===== config.mk =====
export PLATFORM = sky130hd
export DESIGN_NAME = pwm_glitchless
export DESIGN_NICKNAME = d
export VERILOG_FILES = /design/src/rtl/pwm_pkg.sv /design/src/rtl/pwm_prescale.sv /design/src/rtl/pwm_cfg_bank.sv /design/src/rtl/pwm_phase.sv /design/src/rtl/pwm_glitchless.sv
export SDC_FILE = /design/constraint.sdc
export NUM_CORES = 1
export LEC_CHECK = 0
export BUFFER_PORTS_ARGS = -buffer_cell sky130_fd_sc_hd__buf_2
export CELL_PAD_IN_SITES_DETAIL_PLACEMENT = 2
export CELL_PAD_IN_SITES_GLOBAL_PLACEMENT = 2
export CORE_ASPECT_RATIO = 0.75
export CORE_MARGIN = 4
export CORE_UTILIZATION = 32
export DETAILED_ROUTE_END_ITERATION = 12
export PLACE_DENSITY = 0.85
export RECOVER_POWER = 25
export SLEW_MARGIN = 30
export SYNTH_ARGS = -nofsm -noshare
export SYNTH_HDL_FRONTEND = slang
export SYNTH_SLANG_ARGS = --single-unit
export TNS_END_PERCENT = 5

===== constraint.sdc =====
create_clock -name clk -period 3.95 [get_ports clk]
set_clock_uncertainty 0.1 [all_clocks]
set_input_delay 0.79 -clock clk [delete_from_list [all_inputs] [get_ports clk]]
set_output_delay 0.79 -clock clk [all_outputs]
set_load 0.05 [all_outputs]

===== src/rtl/pwm_pkg.sv =====
package pwm_pkg;
  parameter int DIV_W = 8;
  parameter int CNT_W = 8;
  localparam int POS_W = CNT_W + 1;

  typedef struct packed {
    logic [DIV_W-1:0] div;
    logic [CNT_W-1:0] on_cnt;
    logic [CNT_W-1:0] off_cnt;
    logic             inv;
  } pwm_cfg_t;

  // last tick position of a period; an empty period behaves as one tick
  function automatic logic [POS_W-1:0] last_pos(input logic [CNT_W-1:0] a,
                                                input logic [CNT_W-1:0] b);
    logic [POS_W-1:0] s;
    s = {1'b0, a} + {1'b0, b};
    return (s == '0) ? '0 : s - POS_W'(1);
  endfunction

  function automatic logic in_active(input logic [POS_W-1:0] pos,
                                     input logic [CNT_W-1:0] on_cnt);
    return pos < {1'b0, on_cnt};
  endfunction

  function automatic logic drive_level(input logic act, input logic inv);
    return act ^ inv;
  endfunction
endpackage


===== src/rtl/pwm_prescale.sv =====
module pwm_prescale
  import pwm_pkg::*;
(
  input  logic             clk,
  input  logic             rst_n,
  input  logic             run,
  input  logic [DIV_W-1:0] div,
  output logic             tick
);
  logic [DIV_W-1:0] pre_q;

  assign tick = run && (pre_q == div);

  always_ff @(posedge clk) begin
    if (!rst_n)             pre_q <= '0;
    else if (!run || tick)  pre_q <= '0;
    else                    pre_q <= pre_q + DIV_W'(1);
  end

  // the divide count never runs past the divider in force
  p_pre_bound_r2: assert property (@(posedge clk) disable iff (!rst_n)
    run |-> (pre_q <= div));

  // a stopped prescaler restarts from zero
  p_pre_idle_r2: assert property (@(posedge clk) disable iff (!rst_n)
    !run |=> (pre_q == '0));
endmodule


===== src/rtl/pwm_cfg_bank.sv =====
module pwm_cfg_bank
  import pwm_pkg::*;
(
  input  logic     clk,
  input  logic     rst_n,
  input  logic     wr,
  input  pwm_cfg_t wr_cfg,
  input  logic     run,
  input  logic     boundary,
  output pwm_cfg_t act_cfg
);
  pwm_cfg_t act_q, sh_q;
  logic     pend_q;

  always_ff @(posedge clk) begin
    if (!rst_n) begin
      act_q  <= '0;
      sh_q   <= '0;
      pend_q <= 1'b0;
    end else if (!run) begin
      if (wr) begin
        act_q  <= wr_cfg;
        sh_q   <= wr_cfg;
        pend_q <= 1'b0;
      end
    end else begin
      if (boundary && pend_q) act_q <= sh_q;
      if (wr)                 sh_q  <= wr_cfg;
      pend_q <= boundary ? wr : (pend_q | wr);
    end
  end

  assign act_cfg = act_q;

  // idle writes take effect on the next cycle
  p_idle_load_r4: assert property (@(posedge clk) disable iff (!rst_n)
    (!run && wr) |=> (act_q == $past(wr_cfg)));

  // the settings in force hold for the whole running period
  p_hold_r5: assert property (@(posedge clk) disable iff (!rst_n)
    (run && !boundary) |=> $stable(act_q));

  // a pending set is installed at the boundary
  p_apply_r5: assert property (@(posedge clk) disable iff (!rst_n)
    (run && boundary && pend_q) |=> (act_q == $past(sh_q)));
endmodule


===== src/rtl/pwm_phase.sv =====
module pwm_phase
  import pwm_pkg::*;
(
  input  logic     clk,
  input  logic     rst_n,
  input  logic     run_en,
  input  logic     tick,
  input  pwm_cfg_t act_cfg,
  output logic     run_o,
  output logic     boundary,
  output logic     pwm_o
);
  logic [POS_W-1:0] pos_q;
  logic [POS_W-1:0] last;
  logic             run_q;
  logic             active;

  assign last     = last_pos(act_cfg.on_cnt, act_cfg.off_cnt);
  assign boundary = tick && (pos_q == last);
  assign active   = run_q && in_active(pos_q, act_cfg.on_cnt);
  assign pwm_o    = drive_level(active, act_cfg.inv);
  assign run_o    = run_q;

  always_ff @(posedge clk) begin
    if (!rst_n) begin
      run_q <= 1'b0;
      pos_q <= '0;
    end else if (!run_q) begin
      run_q <= run_en;
      pos_q <= '0;
    end else if (tick) begin
      if (boundary) begin
        pos_q <= '0;
        if (!run_en) run_q <= 1'b0;
      end else begin
        pos_q <= pos_q + POS_W'(1);
      end
    end
  end

  // the position never leaves the period
  p_pos_range_r2: assert property (@(posedge clk) disable iff (!rst_n)
    run_q |-> (pos_q <= last));

  // idle pin rests at the polarity-dependent inactive level
  p_idle_level_r3: assert property (@(posedge clk) disable iff (!rst_n)
    !run_q |-> (pwm_o == act_cfg.inv));

  // the generator stops only right after a period boundary
  p_busy_end_r6: assert property (@(posedge clk) disable iff (!rst_n)
    $fell(run_q) |-> $past(boundary));

  // zero active count never shows the active level
  p_zero_on_r7: assert property (@(posedge clk) disable iff (!rst_n)
    (run_q && act_cfg.on_cnt == '0) |-> (pwm_o == act_cfg.inv));

  // zero inactive count never shows the inactive level
  p_full_on_r7: assert property (@(posedge clk) disable iff (!rst_n)
    (run_q && act_cfg.off_cnt == '0 && act_cfg.on_cnt != '0) |-> (pwm_o != act_cfg.inv));
endmodule


===== src/rtl/pwm_glitchless.sv =====
module pwm_glitchless
  import pwm_pkg::*;
(
  input  logic             clk,
  input  logic             rst_n,
  input  logic             cfg_wr,
  input  logic [DIV_W-1:0] cfg_div,
  input  logic [CNT_W-1:0] cfg_on,
  input  logic [CNT_W-1:0] cfg_off,
  input  logic             cfg_inv,
  input  logic             run_en,
  output logic             pwm_o,
  output logic             busy_o,
  output logic [DIV_W-1:0] rb_div,
  output logic [CNT_W-1:0] rb_on,
  output logic [CNT_W-1:0] rb_off,
  output logic             rb_inv
);
  pwm_cfg_t wr_cfg, act_cfg;
  logic     run, tick, boundary;

  assign wr_cfg = '{div: cfg_div, on_cnt: cfg_on, off_cnt: cfg_off, inv: cfg_inv};

  pwm_prescale u_pre (
    .clk(clk), .rst_n(rst_n), .run(run), .div(act_cfg.div), .tick(tick)
  );

  pwm_cfg_bank u_bank (
    .clk(clk), .rst_n(rst_n), .wr(cfg_wr), .wr_cfg(wr_cfg),
    .run(run), .boundary(boundary), .act_cfg(act_cfg)
  );

  pwm_phase u_phase (
    .clk(clk), .rst_n(rst_n), .run_en(run_en), .tick(tick),
    .act_cfg(act_cfg), .run_o(run), .boundary(boundary), .pwm_o(pwm_o)
  );

  assign busy_o = run;
  assign rb_div = act_cfg.div;
  assign rb_on  = act_cfg.on_cnt;
  assign rb_off = act_cfg.off_cnt;
  assign rb_inv = act_cfg.inv;

  // an idle enable starts the generator on the next cycle
  p_start_r9: assert property (@(posedge clk) disable iff (!rst_n)
    (!busy_o && run_en) |=> busy_o);
endmodule


==> results of run 1 <==
-- worst register-to-register path, delay by kind of cell (launching register included) --
kind / cells / cell delay, ps
buf+inv: 2 / 360
simple gates: 5 / 1410
mux: 1 / 220
compound gates: 3 / 940
flops: 1 / 360
fa+ha+maj: 2 / 600
-- metal layers --
metal | global-route usage, % | routed length (µm)
met1 | 24.6 | 6870
met2 | 34.1 | 7660
met3 | 4.46 | 565
met4 | 7.19 | 369
met5 | 0 | 0
-- flip-flops by register name (all words and copies together) (netlist names) --
name / flops
u_bank.act_cfg: 25
u_bank.sh_q: 25
u_phase.pos_q: 9
u_pre.pre_q: 8
u_bank.pend_q: 1
u_phase.run_o: 1
-- worst max-delay path by stage --
stage | startpoint | end | slack [ps] | cells past startpoint
2_1_floorplan | u_bank.act_cfg[9] | u_bank.act_cfg[1] | 80 | 14
3_3_place_gp | u_bank.act_cfg[9] | u_bank.act_cfg[9] | 120 | 13
3_5_place_dp | u_bank.act_cfg[9] | u_bank.act_cfg[24] | -140 | 13
4_1_cts | u_bank.act_cfg[9] | u_bank.act_cfg[7] | 7 | 13
5_1_grt | u_bank.act_cfg[9] | u_bank.act_cfg[10] | -240 | 13
6_report | u_bank.act_cfg[9] | u_bank.act_cfg[14] | -120 | 13
-- cells in the mapped netlist, types with 2 or more instances --
library cell / instances
a31o_2: 2
a21oi_1: 8
a21o_1: 8
dfxtp_1: 69
dlygate4sd3_1: 4
mux2_2: 2
buf_12: 2
nand4_1: 4
or2_2: 29
nand2_1: 39
nand3_1: 9
xor2_1: 10
o2111ai_1: 2
a211o_1: 4
or3_1: 2
xnor2_1: 20
clkbuf_1: 9
a22oi_1: 3
inv_1: 13
nor3_1: 5
and3_1: 6
and3_2: 3
nor2b_1: 26
a22o_1: 3
nor2_1: 26
o31ai_1: 2
o211ai_1: 28
buf_1: 2
dlygate4sd1_1: 2
nand2b_1: 2
mux2i_1: 50
o21ai_0: 7
buf_4: 3
ha_1: 18
-- where the power goes --
group,leakage [nW],internal (mW),switching (mW)
registers,0.568,0.737,0.0413
clock network,0.136,0.444,0.342
logic,1.39,0.283,0.434
total,2.10,1.46,0.818
-- metrics by stage --
| stage | cells | util [%] |
|---|---|---|
| floorplan | 452 | - |
| global placement | 659 | 36.4 |
| detailed placement | 659 | 36.4 |
| CTS | 677 | 39.3 |
| global route | 680 | 40.3 |
| finish | 680 | 40.3 |
-- kinds of logic (layout without fill, tap and decap cells) --
kind of cell | after synthesis | in the layout | synth area share [%]
AO/OA/AOI/OAI | 83 | 83 | 15.1
XOR/XNOR | 31 | 31 | 6.87
adder cells (fa/ha/maj) | 19 | 19 | 5.91
buffers and inverters | 37 | 99 | 5.42
flip-flops | 69 | 69 | 33.3
multiplexers | 52 | 52 | 12.6
AND/OR/NAND/NOR | 161 | 161 | 20.8
-- what timing repair did --
item                       in CTS  in global routing
gates cloned                    1                  1
hold buffers                    0                  0
buffers inserted                1                  2
resized for setup              10                 24
pin swaps                       4                 11
setup endpoints to repair      24                 36
-- area by class of cell --
class	instances	area [µm²]	area share [%]
repair buffers	69	433	8.61
inverters	14	52.6	1.05
clock buffers	11	243	4.83
flip-flops and latches	69	1390	27.6
clock inverters	5	35.0	0.697
multi-input cells	346	2670	53.0
well taps	166	208	4.13
==> results by group, run 1 <==
Hold path
  • Hold WC Path Type: reg -> reg
  • Worst Hold Path EP: u_pre.pre_q[0]
  • Hold path cells: 1
  • Hold Crit Start: u_pre.pre_q[0]

Global route
  • Vias in the first global route: between 4000 and 5000
  • All-layer global routing usage: 19.9%
  • Initial antenna violation count: 0
  • Largest net degree at the start of global routing: 41
  • Congestion Overflow GR: 0
  • Global-route wire length before repair: 23200 µm

Synth
  • Seq/Total Area, Yosys: approximately 33%
  • Mapped Nets: 500
  • Yosys reg bits: 69
  • Synth Flop Type: dfxtp_1
  • Cell area after synthesis: a little over 4000 µm²
  • Yosys top cell by area: dfxtp_1
  • Synth Warn #: 0
  • Ys async rst share: 0%
  • Avg Cell Area, Syn: 9.19 µm²
  • Synth cell types: 64
  • Post-synth EDFFs: 0
  • Synth top area cells: dfxtp_1, mux2i_1, ha_1
  • Top cell type's share of synthesized area: 33.3%
  • Gate count of the mapped netlist: between 400 and 500

Finish
  • Commonest cells after routing, fill and taps aside: dfxtp_1, buf_2, mux2i_1
  • Layout cells sized above 1: between 20% and 30%
  • Design area: 5030 µm²
  • Filler cells: 1367
  • Ant diodes: 0
  • Nets: 557
  • Synth-to-Final Area Change: 21.1%
  • Commonest non-fill, non-tap cell in the layout: dfxtp_1

Route
  • DR WL/cell: 22.7 µm
  • DRT Pass-1 Iters: 5
  • Residual DRC: 0
  • Routed WL: ~15000 µm
  • Post-route ant nets: 0
  • Vias/cell: 5.41
  • Detailed Route Iter0 Violations: ~200
  • Vias: 3681

STA
  • Final Setup Violations: 24
  • Post-layout worst setup margin: -118 ps
  • Max Fclk: 246 MHz
  • Fin crit share: 103%
  • Unrepaired setup endpoints after global routing: yes
  • Measured slew at the worst slew-check pin: ~1000 ps
  • Normalized max-slew margin: 35.1%
  • Max Transition Viols Final: 0
  • Final min period: between 4000 and 5000 ps
  • Final hold slack: a little under 400 ps
  • Setup TNS: -1790 ps
  • Final hold violations: 0

Placed design
  • Pre-CTS setup slack: -136 ps
  • Dpl hpwl: 9410 µm
  • GPL Wtd Cong: around 0.81
  • Dpl cell area: 4550 µm²
  • Port bufs: 55

Critical path
  • Max stage delay cell, worst path: fa_2
  • Cells on worst reg2reg path: 13
  • Worst EP arrival: 4230 ps
  • Slowest stage delay, CP: 420 ps
  • RR Endpoint: u_bank.act_cfg[14]
  • R2R Setup Slk: -120 ps
  • Crit-path cells: ha_4 -> fa_2 -> and3_4 -> or3_4 -> a22o_4 -> a2111o_1 -> buf_4 -> nor4_1 -> and3b_4 -> nor4_4 -> a22o_4 -> clkbuf_16 -> mux2i_1
  • Crit path kind: reg -> reg
  • CP dominant cell by count: a22o_4
  • CP required: 4110 ps
  • Worst Setup End Kind: flip-flop
  • R2R Path Start: u_bank.act_cfg[9]
  • CP delay by family, top: simple AND/OR/NAND/NOR gates
  • Critical path launch point type: flip-flop
  • WP buf/inv: 2
  • CP max FO: 6

Floorplanning
  • Die Ht: 107 µm
  • Core area: between 10000 and 15000 µm²
  • Die Wd: 140 µm
  • Rows: 35
  • Die Area: approximately 15000 µm²
  • Boundary pin count: between 50 and 60
  • Initial Util: 33.3%

Clocking
  • Clock Latency Late Sink: 350 ps
  • H-tree depth: 3
  • TritonCTS Buffers: 9
  • CTS tree: yes
  • Max clock buf depth: 2
  • Clock transition at the registers of the reported paths: 60 ps
  • CTS sink count: 69
  • Root buf cell: clkbuf_16

Pwr
  • Pwr Total: 2.28 mW
  • P per Cell Area: approximately 450 nW/µm²
  • Max VDD drop: 0.224 mV
  • LEAKAGE: around 2.1 nW

Status
  • Violated checks: negative setup slack
  • Outcome: finished, violations left

Job
  • Max-cap viol count: 0
Power figures use the tool's default switching activity.
==> run 2: changes to the inputs <==
- BUFFER_PORTS_ARGS: -buffer_cell sky130_fd_sc_hd__buf_2 -> -buffer_cell sky130_fd_sc_hd__buf_4
==> run 2 against run 1 <==
The flow now finishes without violations. Combinational power up 4.6%. Maximum frequency up 4.0%. Sequential power about the same. Count of clock-buffer cells in the layout down 1. Final area up 3.6%. Cell count up 0.29%. Global-route usage up 0.47 points. Setup slack better by 160 ps. Critical path depth unchanged. Wire length down 0.19%. Die area unchanged. Worst hold slack better by 3.1 ps. Largest power group unchanged.
==> results by group, run 2 (synthesized netlist as in run 1, its figures left out) <==
Status
  • Outcome: finished, final reports clean

Global route
  • Largest net degree at the start of global routing: 79
  • Vias in the first global route: 4167
  • Global-route wire length before repair: 23900 µm
  • Met2 usage: 35.9%
  • All-layer global routing usage: about a fifth
  • Congestion Overflow GR: 0
  • Initial antenna violation count: 0
  • GRT met3 Usage: 4.24%
  • GRT Max-Usage Layer: met2
  • Met1 Use GR: about a quarter

Finish
  • Sequential Area: 1390 µm²
  • Multi-input combinational cell area: 2670 µm²
  • Commonest non-fill, non-tap cell in the layout: buf_4
  • Non-filler instance count after layout: 682
  • Layout cells sized above 1: slightly above 30%
  • Nets: 559
  • Design area: 5210 µm²
  • Ant diodes: 0
  • Commonest cells after routing, fill and taps aside: buf_4, dfxtp_1, mux2i_1
  • Filler cells: 1347
  • Synth-to-Final Area Change: 25.5%

STA
  • Final hold slack: around 400 ps
  • Measured slew at the worst slew-check pin: roughly 800 ps
  • Final min period: 3910 ps
  • Fin crit share: between 90% and 100%
  • Post-layout worst setup margin: 38.7 ps
  • Setup TNS: 0 ps
  • Max Fclk: 256 MHz
  • Normalized max-slew margin: 48.0%
  • Final hold violations: 0
  • Max Transition Viols Final: 0
  • Final Setup Violations: 0
  • Unrepaired setup endpoints after global routing: yes

Floorplanning
  • Core area: ~12000 µm²
  • Die Wd: 140 µm
  • Boundary pin count: 56
  • Die Area: around 15000 µm²
  • Die Ht: about 110 µm
  • Rows: 35
  • Initial Util: between 30% and 40%

Clocking
  • Clock transition at the registers of the reported paths: 60 ps
  • CTS sink count: 69
  • CTS tree: yes
  • Clock Latency Late Sink: between 300 and 400 ps
  • TritonCTS Buffers: 9
  • Max clock buf depth: 2
  • Root buf cell: clkbuf_16
  • H-tree depth: 3

Placed design
  • Dpl hpwl: roughly 9900 µm
  • Port bufs: 55
  • Pre-CTS setup slack: -95.7 ps
  • Dpl cells: around 660
  • Dpl cell area: 4710 µm²
  • GPL Wtd Cong: 0.813

Route
  • Detailed Route Iter0 Violations: 247
  • Vias: 3754
  • Routed WL: 15400 µm
  • DRT Pass-1 Iters: 4
  • DR WL/cell: about 23 µm
  • Vias/cell: 5.50
  • Residual DRC: 0
  • Post-route ant nets: 0

Critical path
  • Crit path launch: u_bank.act_cfg[9]
  • Cells on worst reg2reg path: 13
  • R2R Setup Slk: 40 ps
  • RR Endpoint: u_bank.act_cfg[10]
  • CP max FO: 6
  • Critical path launch point type: flip-flop
  • Crit path to: u_bank.act_cfg[10]
  • Crit path kind: reg -> reg
  • CP required: around 4100 ps
  • Worst Setup End Kind: flip-flop
  • Worst EP arrival: 4070 ps
  • R2R Path Start: u_bank.act_cfg[9]

Hold path
  • Hold WC Path Type: reg -> reg

Pwr
  • LEAKAGE: 2.16 nW
  • P per Cell Area: around 460 nW/µm²
  • Max VDD drop: ~0.19 mV

Job
  • Max-cap viol count: 0
## run 2: changes by cell type in the layout (fill, tap and decap cells not counted), sizes merged
| cell | change |
|---|---|
| clkinv | -1 |
| inv | +1 |
| buf | +2 |
| bufinv | +1 |
| clkbuf | -1 |
## run 2: stage by stage
stage | power, mW | util, %
2_1_floorplan | 1.24 | -
3_3_place_gp | 1.40 | 37.7
3_5_place_dp | 1.44 | 37.7
4_1_cts | 2.36 | 41.0
5_1_grt | 2.49 | 41.7
6_report | 2.38 | 41.7
## run 2: how the worst min path moves through the flow
stage	endpoint	cells past startpoint	slack, ps	from
3_5_place_dp	u_bank.act_cfg[1]	2	380	u_bank.act_cfg[1]
2_1_floorplan	u_pre.pre_q[0]	1	340	u_pre.pre_q[0]
5_1_grt	u_pre.pre_q[0]	1	430	u_pre.pre_q[0]
3_3_place_gp	u_pre.pre_q[0]	1	350	u_pre.pre_q[0]
4_1_cts	u_pre.pre_q[0]	1	400	u_pre.pre_q[0]
6_report	u_pre.pre_q[0]	1	400	u_pre.pre_q[0]
## run 2: routing by layer
| layer | vias up | share of wire [%] |
|---|---|---|
| met4 | 0 | 2.0 |
| met2 | 81 | 50 |
| li1 | 1717 | - |
| met3 | 33 | 3.3 |
| met1 | 1923 | 45 |
| met5 | - | 0 |
## run 2: cell type report
class                   instances  area share (%)
clock buffers                  10            4.59
clock inverters                 6            1.32
inverters                      14            1.01
multi-input cells             346            51.2
flip-flops and latches         69            26.7
well taps                     166            3.99
repair buffers                 71            11.2
## run 2: timing repair
action,in CTS,in global routing
pin swaps,6,9
resized for setup,15,16
endpoints found under the hold margin,0,0
gates cloned,1,1
hold buffers,0,0
setup buffers,1,1
setup endpoints to repair,28,37
## run 2: critical path: stages, from the launching register on
cell and delay (ps):
dfxtp_4 370, ha_4 180, fa_2 350, and3_2 220, or3_4 360, a22o_4 260
a2111o_1 460, o21ai_2 180, o2111ai_2 150, and3b_4 210, nor4_4 310, a22o_4 250
buf_12 160, mux2i_4 250
## run 2: power breakdown
part,internal [mW],switching [mW]
Clock,0.511,0.340
Sequential,0.737,0.0432
Combinational,0.308,0.442
Total,1.56,0.826
